--- src/rtl/cmix_pkg.sv ---
package cmix_pkg;

  localparam int unsigned FRAC = 15;
  localparam logic [15:0] RT_HALF = 16'h5A82;  // sqrt(2)/2 in Q15

  typedef enum logic [1:0] {
    MAG_ZERO = 2'd0,
    MAG_ONE  = 2'd1,
    MAG_HALF = 2'd2
  } mag_e;

  typedef struct packed {
    logic neg;
    mag_e mag;
  } coef_t;

  // cosine of p*45 degrees
  function automatic coef_t cos_of(input logic [2:0] p);
    coef_t c;
    c.neg = (p inside {3'd3, 3'd4, 3'd5});
    case (p)
      3'd0, 3'd4: c.mag = MAG_ONE;
      3'd2, 3'd6: c.mag = MAG_ZERO;
      default:    c.mag = MAG_HALF;
    endcase
    return c;
  endfunction

  function automatic coef_t sin_of(input logic [2:0] p);
    return cos_of(3'(p - 3'd2));
  endfunction

endpackage

--- src/rtl/cmix_mode_dec.sv ---
module cmix_mode_dec (
  input  logic       clk_i,
  input  logic       rst_ni,
  input  logic [3:0] mode_i,
  input  logic       mix_en_i,
  input  logic       fine_en_i,
  output logic       active_o,
  output logic [2:0] step_o,
  output logic       cfg_err_o
);
  logic reserved, conflict, err_q;

  assign reserved = mode_i[3];
  assign conflict = fine_en_i && (mode_i != 4'd0);
  assign active_o = mix_en_i && !fine_en_i && !reserved && (mode_i[2:0] != 3'd0);
  assign step_o   = mode_i[2:0];

  always_ff @(posedge clk_i or negedge rst_ni) begin
    if (!rst_ni) err_q <= 1'b0;
    else         err_q <= err_q | reserved | conflict;
  end

  assign cfg_err_o = err_q;

  assert_err_sticky_R10: assert property (@(posedge clk_i) disable iff (!rst_ni)
    cfg_err_o |=> cfg_err_o);
  assert_conflict_flags_R8: assert property (@(posedge clk_i) disable iff (!rst_ni)
    (fine_en_i && mode_i != 4'd0) |=> cfg_err_o);
  assert_reserved_flags_R9: assert property (@(posedge clk_i) disable iff (!rst_ni)
    mode_i[3] |=> cfg_err_o);
endmodule

--- src/rtl/cmix_phase.sv ---
module cmix_phase #(
  parameter int PW = 3
) (
  input  logic          clk_i,
  input  logic          rst_ni,
  input  logic          active_i,
  input  logic          valid_i,
  input  logic [PW-1:0] step_i,
  output logic [PW-1:0] phase_o
);
  logic [PW-1:0] ph_q;

  always_ff @(posedge clk_i or negedge rst_ni) begin
    if (!rst_ni)        ph_q <= '0;
    else if (!active_i) ph_q <= '0;
    else if (valid_i)   ph_q <= ph_q + step_i;
  end

  assign phase_o = ph_q;

  assert_idle_clears_R6: assert property (@(posedge clk_i) disable iff (!rst_ni)
    !active_i |=> (phase_o == '0));
  assert_hold_on_gap_R7: assert property (@(posedge clk_i) disable iff (!rst_ni)
    (active_i && !valid_i) |=> $stable(phase_o));
  assert_step_advance_R2: assert property (@(posedge clk_i) disable iff (!rst_ni)
    (active_i && valid_i) |=> (phase_o == PW'($past(phase_o) + $past(step_i))));
endmodule

--- src/rtl/cmix_rot.sv ---
module cmix_rot
  import cmix_pkg::*;
#(
  parameter int W = 16
) (
  input  logic                clk_i,
  input  logic                rst_ni,
  input  logic                valid_i,
  input  logic signed [W-1:0] i_i,
  input  logic signed [W-1:0] q_i,
  input  coef_t               cos_i,
  input  coef_t               sin_i,
  output logic                valid_o,
  output logic signed [W-1:0] i_o,
  output logic signed [W-1:0] q_o
);
  localparam int SW = W + FRAC + 2;
  localparam logic signed [SW-1:0] HALF_K = SW'(RT_HALF);
  localparam logic signed [SW-1:0] RND    = SW'(1) <<< (FRAC - 1);
  localparam logic signed [SW-1:0] MAXV   = {{(SW-W+1){1'b0}}, {(W-1){1'b1}}};
  localparam logic signed [SW-1:0] MINV   = ~MAXV;

  function automatic logic signed [SW-1:0] scale(input logic signed [W-1:0] x, input coef_t c);
    logic signed [SW-1:0] xe, m;
    xe = SW'(x);
    case (c.mag)
      MAG_ONE:  m = xe <<< FRAC;
      MAG_HALF: m = xe * HALF_K;
      default:  m = '0;
    endcase
    return c.neg ? -m : m;
  endfunction

  logic signed [SW-1:0] acc_d [2];
  logic signed [SW-1:0] acc_q [2];
  logic signed [W-1:0]  res_q [2];
  logic                 v1_q, v2_q;

  always_comb begin
    acc_d[0] = scale(i_i, cos_i) - scale(q_i, sin_i);
    acc_d[1] = scale(i_i, sin_i) + scale(q_i, cos_i);
  end

  always_ff @(posedge clk_i or negedge rst_ni) begin
    if (!rst_ni) begin
      v1_q <= 1'b0;
      v2_q <= 1'b0;
    end else begin
      v1_q <= valid_i;
      v2_q <= v1_q;
    end
  end

  for (genvar g = 0; g < 2; g++) begin : g_lane
    logic signed [SW-1:0] rnd;
    logic signed [W-1:0]  sat;

    always_comb begin
      rnd = (acc_q[g] + RND) >>> FRAC;
      if (rnd > MAXV)      sat = MAXV[W-1:0];
      else if (rnd < MINV) sat = MINV[W-1:0];
      else                 sat = rnd[W-1:0];
    end

    always_ff @(posedge clk_i or negedge rst_ni) begin
      if (!rst_ni) begin
        acc_q[g] <= '0;
        res_q[g] <= '0;
      end else begin
        if (valid_i) acc_q[g] <= acc_d[g];
        if (v1_q)    res_q[g] <= sat;
      end
    end
  end

  assign valid_o = v2_q;
  assign i_o     = res_q[0];
  assign q_o     = res_q[1];

  assert_hold_idle_R5: assert property (@(posedge clk_i) disable iff (!rst_ni)
    !v1_q |=> ($stable(i_o) && $stable(q_o)));
endmodule

--- src/rtl/cmix_coarse.sv ---
module cmix_coarse
  import cmix_pkg::*;
#(
  parameter int W = 16
) (
  input  logic                clk_i,
  input  logic                rst_ni,
  input  logic [3:0]          mode_i,
  input  logic                mix_en_i,
  input  logic                fine_en_i,
  input  logic                valid_i,
  input  logic signed [W-1:0] i_i,
  input  logic signed [W-1:0] q_i,
  output logic                valid_o,
  output logic signed [W-1:0] i_o,
  output logic signed [W-1:0] q_o,
  output logic                cfg_err_o
);
  localparam int PW = 3;

  logic          active;
  logic [PW-1:0] step, phase, ph_eff;
  coef_t         c_cos, c_sin;

  cmix_mode_dec i_dec (
    .clk_i     (clk_i),
    .rst_ni    (rst_ni),
    .mode_i    (mode_i),
    .mix_en_i  (mix_en_i),
    .fine_en_i (fine_en_i),
    .active_o  (active),
    .step_o    (step),
    .cfg_err_o (cfg_err_o)
  );

  cmix_phase #(.PW(PW)) i_phase (
    .clk_i    (clk_i),
    .rst_ni   (rst_ni),
    .active_i (active),
    .valid_i  (valid_i),
    .step_i   (step),
    .phase_o  (phase)
  );

  // bypass rotates by zero degrees
  assign ph_eff = active ? phase : '0;
  assign c_cos  = cos_of(ph_eff);
  assign c_sin  = sin_of(ph_eff);

  cmix_rot #(.W(W)) i_rot (
    .clk_i   (clk_i),
    .rst_ni  (rst_ni),
    .valid_i (valid_i),
    .i_i     (i_i),
    .q_i     (q_i),
    .cos_i   (c_cos),
    .sin_i   (c_sin),
    .valid_o (valid_o),
    .i_o     (i_o),
    .q_o     (q_o)
  );

  assert_valid_lat_R5: assert property (@(posedge clk_i) disable iff (!rst_ni)
    valid_i |=> ##1 valid_o);
  assert_no_spurious_valid_R5: assert property (@(posedge clk_i) disable iff (!rst_ni)
    !valid_i |=> ##1 !valid_o);
  assert_bypass_exact_R6: assert property (@(posedge clk_i) disable iff (!rst_ni)
    (valid_i && !mix_en_i) |=> ##1 ((i_o == $past(i_i, 2)) && (q_o == $past(q_i, 2))));
  assert_conflict_bypass_R8: assert property (@(posedge clk_i) disable iff (!rst_ni)
    (valid_i && fine_en_i) |=> ##1 ((i_o == $past(i_i, 2)) && (q_o == $past(q_i, 2))));
endmodule

--- config.mk ---
export PLATFORM = sky130hd
export DESIGN_NAME = cmix_coarse
export DESIGN_NICKNAME = d
export VERILOG_FILES = /design/src/rtl/cmix_pkg.sv /design/src/rtl/cmix_mode_dec.sv /design/src/rtl/cmix_phase.sv /design/src/rtl/cmix_rot.sv /design/src/rtl/cmix_coarse.sv
export SDC_FILE = /design/constraint.sdc
export NUM_CORES = 1
export LEC_CHECK = 0
export BUFFER_PORTS_ARGS = -buffer_cell sky130_fd_sc_hd__buf_2
export CAP_MARGIN = 20
export CELL_PAD_IN_SITES_DETAIL_PLACEMENT = 0
export CELL_PAD_IN_SITES_GLOBAL_PLACEMENT = 2
export CORE_MARGIN = 2
export CORE_UTILIZATION = 30
export DETAILED_ROUTE_END_ITERATION = 8
export GPL_ROUTABILITY_DRIVEN = 1
export PLACE_DENSITY_LB_ADDON = 0.25
export SYNTH_ARGS = -nofsm -noshare
export SYNTH_HDL_FRONTEND = slang
export SYNTH_SLANG_ARGS = --single-unit
--- constraint.sdc ---
create_clock -name clk_i -period 6.5 [get_ports clk_i]
set_clock_uncertainty 0.15 [all_clocks]
set_input_delay 0.975 -clock clk_i [delete_from_list [all_inputs] [get_ports clk_i]]
set_output_delay 0.975 -clock clk_i [all_outputs]
set_load 0.01 [all_outputs]
# Word level (Yosys, flattened, before mapping)
# Index checks and enable logic that the tools add are counted.
classes:
  add_sub_neg: 10
  n_mul: 2
  div_mod_pow: 0
  n_lt_le_gt_ge: 4
  n_eq_ne: 15
  shifts: 0
  mux: 17
  bitwise_logic: 2
  reduce_logical: 16
ops:
  columns: ["operator", "n"]
  rows:
  - ["$pmux 33 s2", 4]
  - ["$mux 33", 4]
  - ["$neg 33->33", 4]
  - ["$add 33x16->33 const B", 2]
  - ["$mux 16", 4]
  - ["$mul 16x15->31 const B", 2]
  - ["$gt 18x16->1 const B", 2]
  - ["$lt 18x16->1 const B", 2]
  - ["$add 33x33->33", 1]
  - ["$sub 33x33->33", 1]
  - ["$eq 3x3->1 const B", 6]
  - ["$eq 3x2->1 const B", 4]
  - ["$mux 3", 3]
  - ["$reduce_bool 3->1", 3]
  - ["$pmux 2 s2", 2]
  - ["$reduce_or 2->1", 4]
  - ["$logic_not 3->1", 2]
  - ["$eq 2x1->1 const B", 2]
  - ["$eq 2x2->1 const B", 2]
  - ["$logic_and 1x1->1", 4]
  - ["$reduce_bool 4->1", 1]
  - ["$add 3x3->3", 1]
  - ["$sub 3x2->3 const B", 1]
  - ["$logic_not 1->1", 2]
  - ["2 further kinds", 3]
word_totals:
  ff_bits: 104
  latchBits: 0
  ramBits: 0
  rom_bits: 0
  inputBits: 41
  out_inout_bits: 34
  word_cells: 74
  memories: 0

# Longest topological paths before layout
# Gate-level depths: netlist of run 1.
depth:
  word_depth: 14
  mapped_depth: 32
  mapped_depth_nobuf: 31

# Cells and area by module
# A second synthesis of run 1 with hierarchy kept.
hier_totals:
  cells_unflattened: 2237
  hier_area_um2: 18720.5
modules_own_cells:
  columns: ["mod", "n_inst", "cells_per_inst", "area_each_um2", "seq_area_each_um2"]
  rows:
  - ["cmix_rot", 1, 2204, 18417.7, 1801.7]
  - ["cmix_phase", 1, 17, 185.2, 75.1]
  - ["cmix_mode_dec", 1, 8, 73.8, 25.0]
  - ["cmix_coarse", 1, 8, 43.8, 0.0]

# Worst setup path after synthesis of run 1
# Ideal clock, no wire load.
synth_path:
  kind: "input to register"
  start: "in i_i[6]"
  end: "reg i_rot.acc_q[65] (netlist name)"
  setup_time_ns: 0.125
  t_arrival_ns: 8.540
  t_required_ns: 6.225
  path_slack_ns: -2.315
  cell_stages: 31
  path_buffers: 1
  cell_sequence: "ha_1 > fa_1 > inv_1 > fa_1 > inv_1 > fa_1 > fa_1 > ha_1 > ha_1 > clkbuf_1 > nor2_1 > a211oi_1 > o211ai_1 > o21a_1 > or4_1 > or3_1 > or2_2 > nor2_1 > nor2_1 > xor2_1 > ha_1 > and3_1 > o211a_1 > a221o_1 > a41oi_1 > o21ai_0 > nand2_1 > a21oi_1 > a211oi_1 > xnor3_1 > mux2_4"
synth_via:
  elab_chain_cells: 5
synth_rtl:
  columns: ["item", "line", "source"]
  rows:
  - ["from (decl)", "cmix_coarse.sv:12", "input logic signed [W-1:0] i_i,"]
  - ["$mul 16x15->31", "cmix_rot.sv:28", "MAG_HALF: m = xe * HALF_K;"]
  - ["$pmux 33 s2 (*)", "cmix_rot.sv:26", "case (c.mag)"]
  - ["$neg 33->33", "cmix_rot.sv:31", "return c.neg ? -m : m;"]
  - ["$mux 33 (*)", "cmix_rot.sv:31", null]
  - ["$sub 33x33->33 (*)", "cmix_rot.sv:40", "acc_d[0] = scale(i_i, cos_i) - scale(q_i, sin_i);"]
  - ["to (signal, indexed assignment)", "cmix_rot.sv:70", "if (valid_i) acc_q[g] <= acc_d[g];"]
  - ["to (decl)", "cmix_rot.sv:35", "logic signed [SW-1:0] acc_q [2];"]
# Mark *: on every way between the ends. The rest lies on a longest branch, timed or not.
# A chain may end at the register's enable or synchronous reset.

# Worst setup path in the final report of run 1
layout_path:
  start: "in i_i[5]"
  end: "reg i_rot.acc_q[65] (netlist name)"
# The elaborated chain is that of the path after synthesis.

==> impl_metrics.env, run 1 <==
export IMPL_outcome="complete, but fails checks"
export IMPL_violations="setup timing"
export IMPL_htree_num_levels=3
export IMPL_drtIter0Drc=862
export IMPL_ant_nets=0
export IMPL_yosys_warnings=0
export IMPL_hold_violations=0
export IMPL_fillers=5814
export IMPL_track_usage_pct=19.8
export IMPL_num_rows=89
export IMPL_vias=17900
export IMPL_crit_fanout=4
export IMPL_synthCells=2180
export IMPL_gp_congestion=0.883
export IMPL_final_util_pct=44.7
export IMPL_avgRoutedWirePerCell_microns=17.5
export IMPL_holdCritPathClass="reg -> reg"
export IMPL_antenna_found_initial=1
export IMPL_avgSynthCellArea_sq_um=8.26
export IMPL_critPathSlowestCell="or4_4"
export IMPL_start_util_pct=30.5
export IMPL_drv_slew=0
export IMPL_numCtsBuffers=9
export IMPL_cp_required_ps=6570
export IMPL_preCtsSetupSlack_ps=-2290
export IMPL_viasPerCell=5.03
export IMPL_wirelength_microns=62300
export IMPL_cts_buffer_depth=2
export IMPL_syn_to_final_growth_pct=46.8
export IMPL_holdCritStartpoint="i_rot.i_o[4]$_DFFE_PN0P_"
export IMPL_vdd_ir_drop_max_uv=284
export IMPL_die_w_microns=249
export IMPL_finalSetupTns_ps=-31610
export IMPL_cp_common_cell="ha_4"
export IMPL_syn_area_sq_um=18000
export IMPL_cp_end_kind="flip-flop"
export IMPL_whs_ps=317
export IMPL_cp_start_kind="input pin"
export IMPL_ctsRootBufferMaster="clkbuf_16"
export IMPL_dieArea_sq_um=62000
export IMPL_synth_cell_types=86
export IMPL_dr_pass1_iters=5
export IMPL_synthesis_nets=2653
export IMPL_rsz0062_at_grt="yes"
export IMPL_p_leak_nw=12.2
export IMPL_synth_edf_count=0
export IMPL_cts_sinks=76
export IMPL_worstPathArrival_ps=8170
export IMPL_fin_nets=3259
export IMPL_max_freq_ghz=0.123
export IMPL_grt_pass1_vias=18500
export IMPL_startpoint="i_i[5]"
export IMPL_numPortBuffers=74
export IMPL_grt_pass1_wl_microns=99700
export IMPL_path_clk_slew_ps=60
export IMPL_ys_flop_type="dfrtp_1"
export IMPL_io_pins=75
export IMPL_maxSlewHeadroom_pct=33.1
export IMPL_final_layout_size_suffix_gt1_share_pct=37.3
export IMPL_core_area_sq_um=59100
export IMPL_cp_slowest_stage_delay_ps=590
export IMPL_grt_overflow=0
export IMPL_dp_hpwl_microns=51600
export IMPL_r2r_start="i_phase.phase_o[0]$_DFFE_PN0P_"
export IMPL_worst_pin_slew_ps=1000
export IMPL_grt_start_max_net_pins=77
export IMPL_clk_latency_ps=330
export IMPL_layout_worst_path_cycle_share_pct=125
export IMPL_cts_tree="yes"
export IMPL_max_cap_violations=0
export IMPL_ys_seq_elements=76
export IMPL_fin_ws_ps=-1600
export IMPL_final_min_clock_period_ps=8100
export IMPL_fp_dieH_microns=249
export IMPL_ys_async_sr_fraction_pct=100
export IMPL_path_class="in -> reg"
export IMPL_final_setup_viol_count=32
export IMPL_p_per_area_nw_per_um2=395
export IMPL_yosysSeqAreaShare_pct=10.6
export IMPL_drc=0
==> cell usage in the layout (no fill, tap or decap), drive strengths merged, types with 25 or more instances in the layout <==
cell type  count
a211oi        25
a21o          43
a21oi        144
a31oi         28
buf          685
dfrtp         76
fa           121
ha           311
inv          207
mux2          34
nand2        172
nand3         45
nand4         25
nor2         151
nor3          45
o211ai        40
o21a          53
o21ai        109
or3           27
xnor2        101
xor2          74
==> cells in the mapped netlist, drive strengths merged, types with 40 or more instances <==
cell / instances / area share, %
a21oi: 144 / 4.0
ha: 311 / 22
clkbuf: 79 / 1.7
fa: 121 / 13
nor2: 151 / 3.2
o211ai: 40 / 1.7
a21o: 43 / 1.8
xnor2: 101 / 4.9
nand3: 45 / 1.3
o21a: 53 / 2.2
xor2: 74 / 3.6
nor3: 45 / 1.3
inv: 207 / 4.3
nand2: 172 / 3.6
dfrtp: 76 / 11
o21ai: 109 / 3.0
==> path summary, 6_finish.rpt <==
check / endpoint / slack (ps) / cells past startpoint
max reg2reg: i_rot.acc_q[65]$_DFFE_PN0P_ / 1060 / 19
max: i_rot.acc_q[65]$_DFFE_PN0P_ / -1600 / 33
min in group asynchronous: i_rot.q_o[14]$_DFFE_PN0P_ / 630 / 1
min reg2reg: i_rot.i_o[4]$_DFFE_PN0P_ / 320 / 1
min: i_rot.i_o[4]$_DFFE_PN0P_ / 320 / 1
max in group asynchronous: i_rot.v1_q$_DFF_PN0_ / 4890 / 1
==> through the flow <==
| step | power [mW] | cell area (sq um) | cells |
|---|---|---|---|
| 2_1_floorplan | 5.25 | 18600 | 2180 |
| 3_3_place_gp | 8.46 | 23700 | 3481 |
| 6_report | 10.4 | 26400 | 3563 |
| 5_1_grt | 11.4 | 26400 | 3562 |
| 3_5_place_dp | 8.51 | 23700 | 3481 |
| 4_1_cts | 10.1 | 25600 | 3540 |
==> area by class of cell <==
cell class	instances	area, sq um	share of cell area (%)
diodes	1	2.50	0.00946
multi-input cells	1806	17200	65.0
repair buffers	686	5340	20.2
inverters	207	777	2.94
flip-flops and latches	76	1900	7.20
well taps	773	967	3.66
clock inverters	2	37.5	0.142
clock buffers	12	236	0.894
==> layer usage <==
metal / global-route usage (%) / part of all wire, % / up-vias
met1: 26.6 / 47 / 8592
met5: 0 / 0 / -
met2: 34.4 / 47 / 303
met4: 5.18 / 2.8 / 0
met3: 1.47 / 3.0 / 76
li1: - / - / 8961
==> sequential cells by signal, indices dropped and copies added (netlist names) <==
| name | count |
|---|---|
| i_rot.q_o | 16 |
| i_rot.v1_q | 1 |
| i_dec.cfg_err_o | 1 |
| i_rot.valid_o | 1 |
| i_phase.phase_o | 3 |
| i_rot.acc_q | 38 |
| i_rot.i_o | 16 |
==> cells by family (layout without fill, tap and decap cells) <==
| group | after synthesis | in the layout | synth area share [%] |
|---|---|---|---|
| AO/OA/AOI/OAI | 557 | 557 | 20.2 |
| XOR/XNOR | 176 | 176 | 8.68 |
| adder cells (fa/ha/maj) | 432 | 432 | 35.1 |
| buffers and inverters | 298 | 907 | 6.28 |
| flip-flops | 76 | 76 | 10.6 |
| multiplexers | 48 | 48 | 2.93 |
| other | 0 | 1 | 0 |
| AND/OR/NAND/NOR | 593 | 593 | 16.3 |
==> where the power goes <==
group | internal (mW) | total (mW) | leakage (nW) | switching, mW
combinational | 4.78 | 9.34 | 11.2 | 4.55
clock | 0.293 | 0.468 | 0.129 | 0.175
sequential | 0.558 | 0.631 | 0.878 | 0.0732
==> critical path: cells and delay by family <==
family	cells	cell delay (ps)
XOR/XNOR	2	350
AO/OA/AOI/OAI	10	1700
buffers and inverters	6	700
AND/OR/NAND/NOR	6	1320
adder cells (fa/ha/maj)	8	2830
multiplexers	1	260
==> timing repair <==
| item | 4_1_cts | 5_1_grt |
|---|---|---|
| resized for setup | 242 | 139 |
| hold buffers | 0 | 0 |
| setup buffers | 53 | 31 |
| gates cloned | 0 | 0 |
| endpoints found under the setup margin | 37 | 37 |
| pin swaps | 92 | 114 |
(Power assumes the default switching activity.)
==> run 2: changes to the inputs <==
- clock period: 6.5 -> 7.6 ns (I/O delays scaled with it)
==> run 2 against run 1 <==
The run still ends with setup timing left. First-iteration DRC count shrank 19%. Clock power shrank 10%. Worst setup slack gained 890 ps. Sequential share of layout area grew 0.26 points. Total power shrank 13%. Combinational power shrank 13%. Die area is the same. Via count shrank 1.2%. Routed wire length grew 0.11%. Sequential power shrank 14%. Flip-flop and latch count is the same. Count of clock-buffer cells in the layout shrank 2.
==> impl_metrics.env, run 2 (synthesis gave the netlist of run 1 again) <==
export IMPL_vdd_ir_drop_max_uv=281
export IMPL_htree_num_levels=3
export IMPL_start_util_pct=30.5
export IMPL_final_area_sq_um=25500
export IMPL_syn_to_final_growth_pct=41.8
export IMPL_holdCritPathClass="reg -> reg"
export IMPL_grt_pass1_vias=17700
export IMPL_ctsRootBufferMaster="clkbuf_16"
export IMPL_max_freq_ghz=0.120
export IMPL_hold_violations=0
export IMPL_power_mw=9.10
export IMPL_fp_dieH_microns=249
export IMPL_startpoint="i_i[10]"
export IMPL_r2r_start="i_phase.phase_o[0]$_DFFE_PN0P_"
export IMPL_dieArea_sq_um=62000
export IMPL_dr_pass1_iters=5
export IMPL_critPathSlowestCell="fa_1"
export IMPL_final_min_clock_period_ps=8310
export IMPL_numPortBuffers=74
export IMPL_diodes=0
export IMPL_ant_nets=0
export IMPL_viasPerCell=5.06
export IMPL_grt_start_max_net_pins=77
export IMPL_top_register="i_rot.acc_q"
export IMPL_cts_tree="yes"
export IMPL_worst_path_buf_inv=6
export IMPL_track_usage_pct=19.6
export IMPL_grt_pass1_wl_microns=97600
export IMPL_holdCritStartpoint="i_dec.cfg_err_o$_DFF_PN0_"
export IMPL_fillers=5918
export IMPL_worstPathArrival_ps=8390
export IMPL_core_area_sq_um=59100
export IMPL_wirelength_microns=62400
export IMPL_preCtsSetupSlack_ps=-1310
export IMPL_cp_start_kind="input pin"
export IMPL_worst_pin_slew_ps=993
export IMPL_die_w_microns=249
export IMPL_cts_sinks=76
export IMPL_numCtsBuffers=9
export IMPL_max_cap_violations=0
export IMPL_drc=0
export IMPL_vias=17700
export IMPL_io_pins=75
export IMPL_path_clk_slew_ps=60
export IMPL_rsz0062_at_grt="yes"
export IMPL_cp_required_ps=7680
export IMPL_largest_reg_flops=38
export IMPL_cp_slowest_stage_delay_ps=490
export IMPL_drv_slew=0
export IMPL_final_setup_viol_count=17
export IMPL_dp_hpwl_microns=51600
export IMPL_final_layout_size_suffix_gt1_share_pct=34.4
export IMPL_num_rows=89
export IMPL_violations="setup timing"
export IMPL_final_cell_mix="buf_4, ha_1, inv_1, nand2_1, nor2_1"
export IMPL_layout_worst_path_cycle_share_pct=109
export IMPL_fin_ws_ps=-711
export IMPL_final_common_cell="buf_4"
export IMPL_avgRoutedWirePerCell_microns=17.8
export IMPL_maxSlewHeadroom_pct=33.8
export IMPL_cts_hold_fix_buffers=0
export IMPL_p_per_area_nw_per_um2=356
export IMPL_p_leak_nw=11.9
export IMPL_clk_latency_ps=340
export IMPL_crit_fanout=4
export IMPL_path_class="in -> reg"
export IMPL_grt_overflow=0
export IMPL_cp_common_cell="fa_1"
export IMPL_antenna_found_initial=0
export IMPL_outcome="complete, but fails checks"
export IMPL_cts_buffer_depth=2
export IMPL_placedInstanceArea_sq_um=23100
export IMPL_fin_nets=3193
export IMPL_gp_congestion=0.929
export IMPL_worst_path_dominant_cell_family="adder cells"
export IMPL_cp_end_kind="flip-flop"
export IMPL_whs_ps=310
export IMPL_drtIter0Drc=702
==> run 2: cell count changes in the layout (fill, tap and decap cells not counted), sizes merged <==
cell | previous run | this run
inv | 207 | 208
buf | 685 | 620
diode | 1 | 0
clkinv | 0 | 3
clkinvlp | 1 | 0
clkbuf | 13 | 10
==> run 2: through the flow <==
stage	utilization, %	TNS, ps	cells
after floorplan	-	-4130	2180
after global placement	39.0	-22180	3432
after detailed placement	39.0	-22310	3432
after CTS	40.6	-8830	3465
after global routing	43.2	-10910	3497
final	43.2	-6420	3497
==> run 2: report_power, final <==
group          internal [mW]  switching (mW)  total [mW]
Clock                  0.254           0.167       0.421
Combinational           4.18            3.96        8.14
Sequential             0.477          0.0632       0.540
Total                   4.91            4.19        9.10
==> run 2: final timing paths <==
check	end	slack, ps	depth (start not counted)
max in group asynchronous	i_rot.acc_q[20]$_DFFE_PN0P_	5870	1
worst max register to register	i_rot.acc_q[65]$_DFFE_PN0P_	1990	19
worst max-delay path	i_rot.acc_q[65]$_DFFE_PN0P_	-710	30
worst min register to register	i_dec.cfg_err_o$_DFF_PN0_	310	1
min in group asynchronous	i_rot.q_o[14]$_DFFE_PN0P_	780	1
worst min-delay path	i_dec.cfg_err_o$_DFF_PN0_	310	1
==> run 2: final cells by class <==
cell class / instances / area, sq um / share of cell area [%]
Multi-Input combinational cell: 1806 / 16800 / 65.9
Clock inverter: 5 / 61.3 / 0.240
Sequential cell: 76 / 1900 / 7.45
Timing Repair Buffer: 620 / 4760 / 18.7
Inverter: 207 / 777 / 3.04
Clock buffer: 10 / 229 / 0.897
Tap cell: 773 / 967 / 3.79
==> run 2: metal layers <==
layer  vias up  global-route usage [%]  part of all wire (%)
met5         -                       0                     0
met4         0                    4.64                   2.0
met3        44                   0.899                   2.4
met2       285                    33.3                    47
met1      8543                    27.3                    49
li1       8840                       -                     -
==> run 2: timing repair <==
action | 4_1_cts | 5_1_grt
gates resized for setup | 83 | 258
buffers inserted | 18 | 38
pin swaps | 53 | 148
gates cloned | 0 | 1
setup endpoints to repair | 25 | 29
==> run 3: changes to the inputs <==
- CORE_MARGIN: 2 -> default
- CORE_UTILIZATION: 30 -> 40
- SETUP_SLACK_MARGIN: default -> 0.15
==> run 3 against run 2 <==
The flow still finishes with violations (setup timing). Sequential share of layout area about the same. Non-clock buffer count rose by 21. Worst setup slack worse by 38 ps. Global-route usage rose by 6.1 points. Sequential power barely moved. Largest cell class unchanged. Largest power group unchanged.
==> impl_metrics.env, run 3 (synthesis gave the netlist of run 1 again) <==
export IMPL_outcome="complete, but fails checks"
export IMPL_violations="setup timing"
export IMPL_drv_slew=0
export IMPL_worst_pin_slew_ps=971
export IMPL_io_pins=75
export IMPL_track_usage_pct=25.7
export IMPL_p_per_area_nw_per_um2=355
export IMPL_fp_dieH_microns=214
export IMPL_instances_no_fill=3338
export IMPL_num_rows=77
export IMPL_gp_congestion=0.962
export IMPL_drtIter0Drc=946
export IMPL_drc=0
export IMPL_cts_buffer_depth=2
export IMPL_path_class="in -> reg"
export IMPL_die_w_microns=214
export IMPL_vdd_ir_drop_max_uv=302
export IMPL_largest_reg_flops=38
export IMPL_final_common_cell="buf_4"
export IMPL_hold_violations=0
export IMPL_ant_nets=0
export IMPL_top_register="i_rot.acc_q"
export IMPL_rsz0062_at_grt="yes"
export IMPL_fillers=4002
export IMPL_r2r_start="i_phase.phase_o[0]$_DFFE_PN0P_"
export IMPL_antenna_found_initial=0
export IMPL_dieArea_sq_um=45900
export IMPL_reg2reg_depth=20
export IMPL_p_leak_nw=12.1
export IMPL_max_cap_violations=0
export IMPL_ctsRootBufferMaster="clkbuf_16"
export IMPL_finalSetupTns_ps=-8690
export IMPL_place_inst=3234
export IMPL_final_min_clock_period_ps=8350
export IMPL_final_cell_mix="buf_4, ha_1, inv_1, nand2_1, nor2_1"
export IMPL_rrSetupSlack_ps=1860
export IMPL_layout_worst_path_cycle_share_pct=110
export IMPL_numPortBuffers=74
export IMPL_cp_common_cell="ha_4"
export IMPL_vias=18000
export IMPL_worst_hold_path_endpoint="i_rot.i_o[8]$_DFFE_PN0P_"
export IMPL_final_setup_viol_count=20
export IMPL_dr_pass1_iters=5
export IMPL_grt_start_max_net_pins=77
export IMPL_dp_hpwl_microns=48100
export IMPL_start_util_pct=40.6
export IMPL_grt_pass1_vias=18300
export IMPL_wirelength_microns=59100
export IMPL_avgRoutedWirePerCell_microns=17.7
export IMPL_path_clk_slew_ps=60
export IMPL_crit_fanout=4
export IMPL_grt_pass1_wl_microns=96300
export IMPL_cts_hold_fix_buffers=0
export IMPL_r2r_end="i_rot.acc_q[65]$_DFFE_PN0P_"
export IMPL_cp_end_kind="flip-flop"
export IMPL_htree_num_levels=3
export IMPL_worstHoldPathCells=1
export IMPL_cp_required_ps=7670
export IMPL_cp_start_kind="input pin"
export IMPL_final_util_pct=57.8
export IMPL_fin_nets=3214
export IMPL_worstPathArrival_ps=8420
export IMPL_cts_sinks=76
export IMPL_syn_to_final_growth_pct=42.3
export IMPL_holdCritStartpoint="i_rot.i_o[8]$_DFFE_PN0P_"
export IMPL_critPathSlowestCell="fa_1"
export IMPL_maxSlewHeadroom_pct=35.3
export IMPL_cp_slowest_stage_delay_ps=550
export IMPL_numCtsBuffers=9
export IMPL_clk_latency_ps=330
export IMPL_core_area_sq_um=44300
export IMPL_fin_ws_ps=-749
export IMPL_final_layout_size_suffix_gt1_share_pct=34.9
export IMPL_holdCritPathClass="reg -> reg"
export IMPL_cts_tree="yes"
export IMPL_max_freq_ghz=0.120
export IMPL_diodes=0
export IMPL_grt_overflow=0
export IMPL_whs_ps=318
export IMPL_viasPerCell=5.38
==> run 3: changes by cell type in the layout (fill, tap and decap cells not counted), moves of 4 or more <==
cell	previous run	this run
buf_6	38	66
buf_4	515	504
mux2_2	22	17
mux2_4	12	17
ha_4	60	56
nand3_2	6	2
o21ai_0	90	94
==> run 3: worst max-delay path, delay by kind of cell <==
kind                     cells  cell delay (ps)
adder cells (fa/ha/maj)      8             2800
AO/OA/AOI/OAI               12             2350
buffers and inverters        4              260
multiplexers                 1              260
AND/OR/NAND/NOR              5             1270
XOR/XNOR                     2              310
==> run 3: worst max path at each step <==
stage	to	slack, ps	startpoint
after floorplan	i_rot.acc_q[65]$_DFFE_PN0P_	-800	i_i[9]
after CTS	i_rot.acc_q[65]$_DFFE_PN0P_	-630	i_i[7]
final	i_rot.acc_q[65]$_DFFE_PN0P_	-750	i_i[6]
after detailed placement	i_rot.acc_q[65]$_DFFE_PN0P_	-1390	i_i[6]
after global placement	i_rot.acc_q[65]$_DFFE_PN0P_	-1280	i_i[2]
after global routing	i_rot.acc_q[65]$_DFFE_PN0P_	-980	i_i[1]
==> run 3: timing repair <==
action                     4_1_cts  5_1_grt
setup endpoints to repair       27       31
gates cloned                     2        0
pin swaps                      106       84
setup buffers                   61       23
gates resized for setup        204      139
==> run 3: per-stage QoR <==
| stage | worst slack, ps | total power [mW] | instance area, sq um |
|---|---|---|---|
| after floorplan | -804 | 4.45 | 18500 |
| after global placement | -1280 | 7.02 | 22800 |
| after detailed placement | -1390 | 7.10 | 22800 |
| after CTS | -631 | 8.60 | 24700 |
| after global routing | -981 | 9.91 | 25600 |
| final | -749 | 9.11 | 25600 |
==> run 3: where the power goes <==
part	switching [mW]	internal, mW	leakage (nW)
sequential	0.0622	0.477	0.878
combinational	3.95	4.16	11.0
clock	0.157	0.298	0.161
==> run 3: layout make-up <==
cell class | instances | area (sq um) | area share, %
multi-input combinational | 1806 | 16900 | 65.8
timing repair buffer | 641 | 5030 | 19.6
sequential | 76 | 1900 | 7.42
inverter | 207 | 777 | 3.03
tap | 592 | 741 | 2.89
clock buffer | 11 | 243 | 0.947
clock inverter | 5 | 82.6 | 0.322
==> run 3: layer usage <==
| layer | up-vias | GRT usage [%] | part of all wire, % |
|---|---|---|---|
| li1 | 8850 | - | - |
| met1 | 8704 | 35.7 | 47 |
| met4 | 0 | 6.67 | 2.5 |
| met3 | 69 | 1.12 | 3.1 |
| met2 | 331 | 43.7 | 47 |
| met5 | - | 0 | 0 |
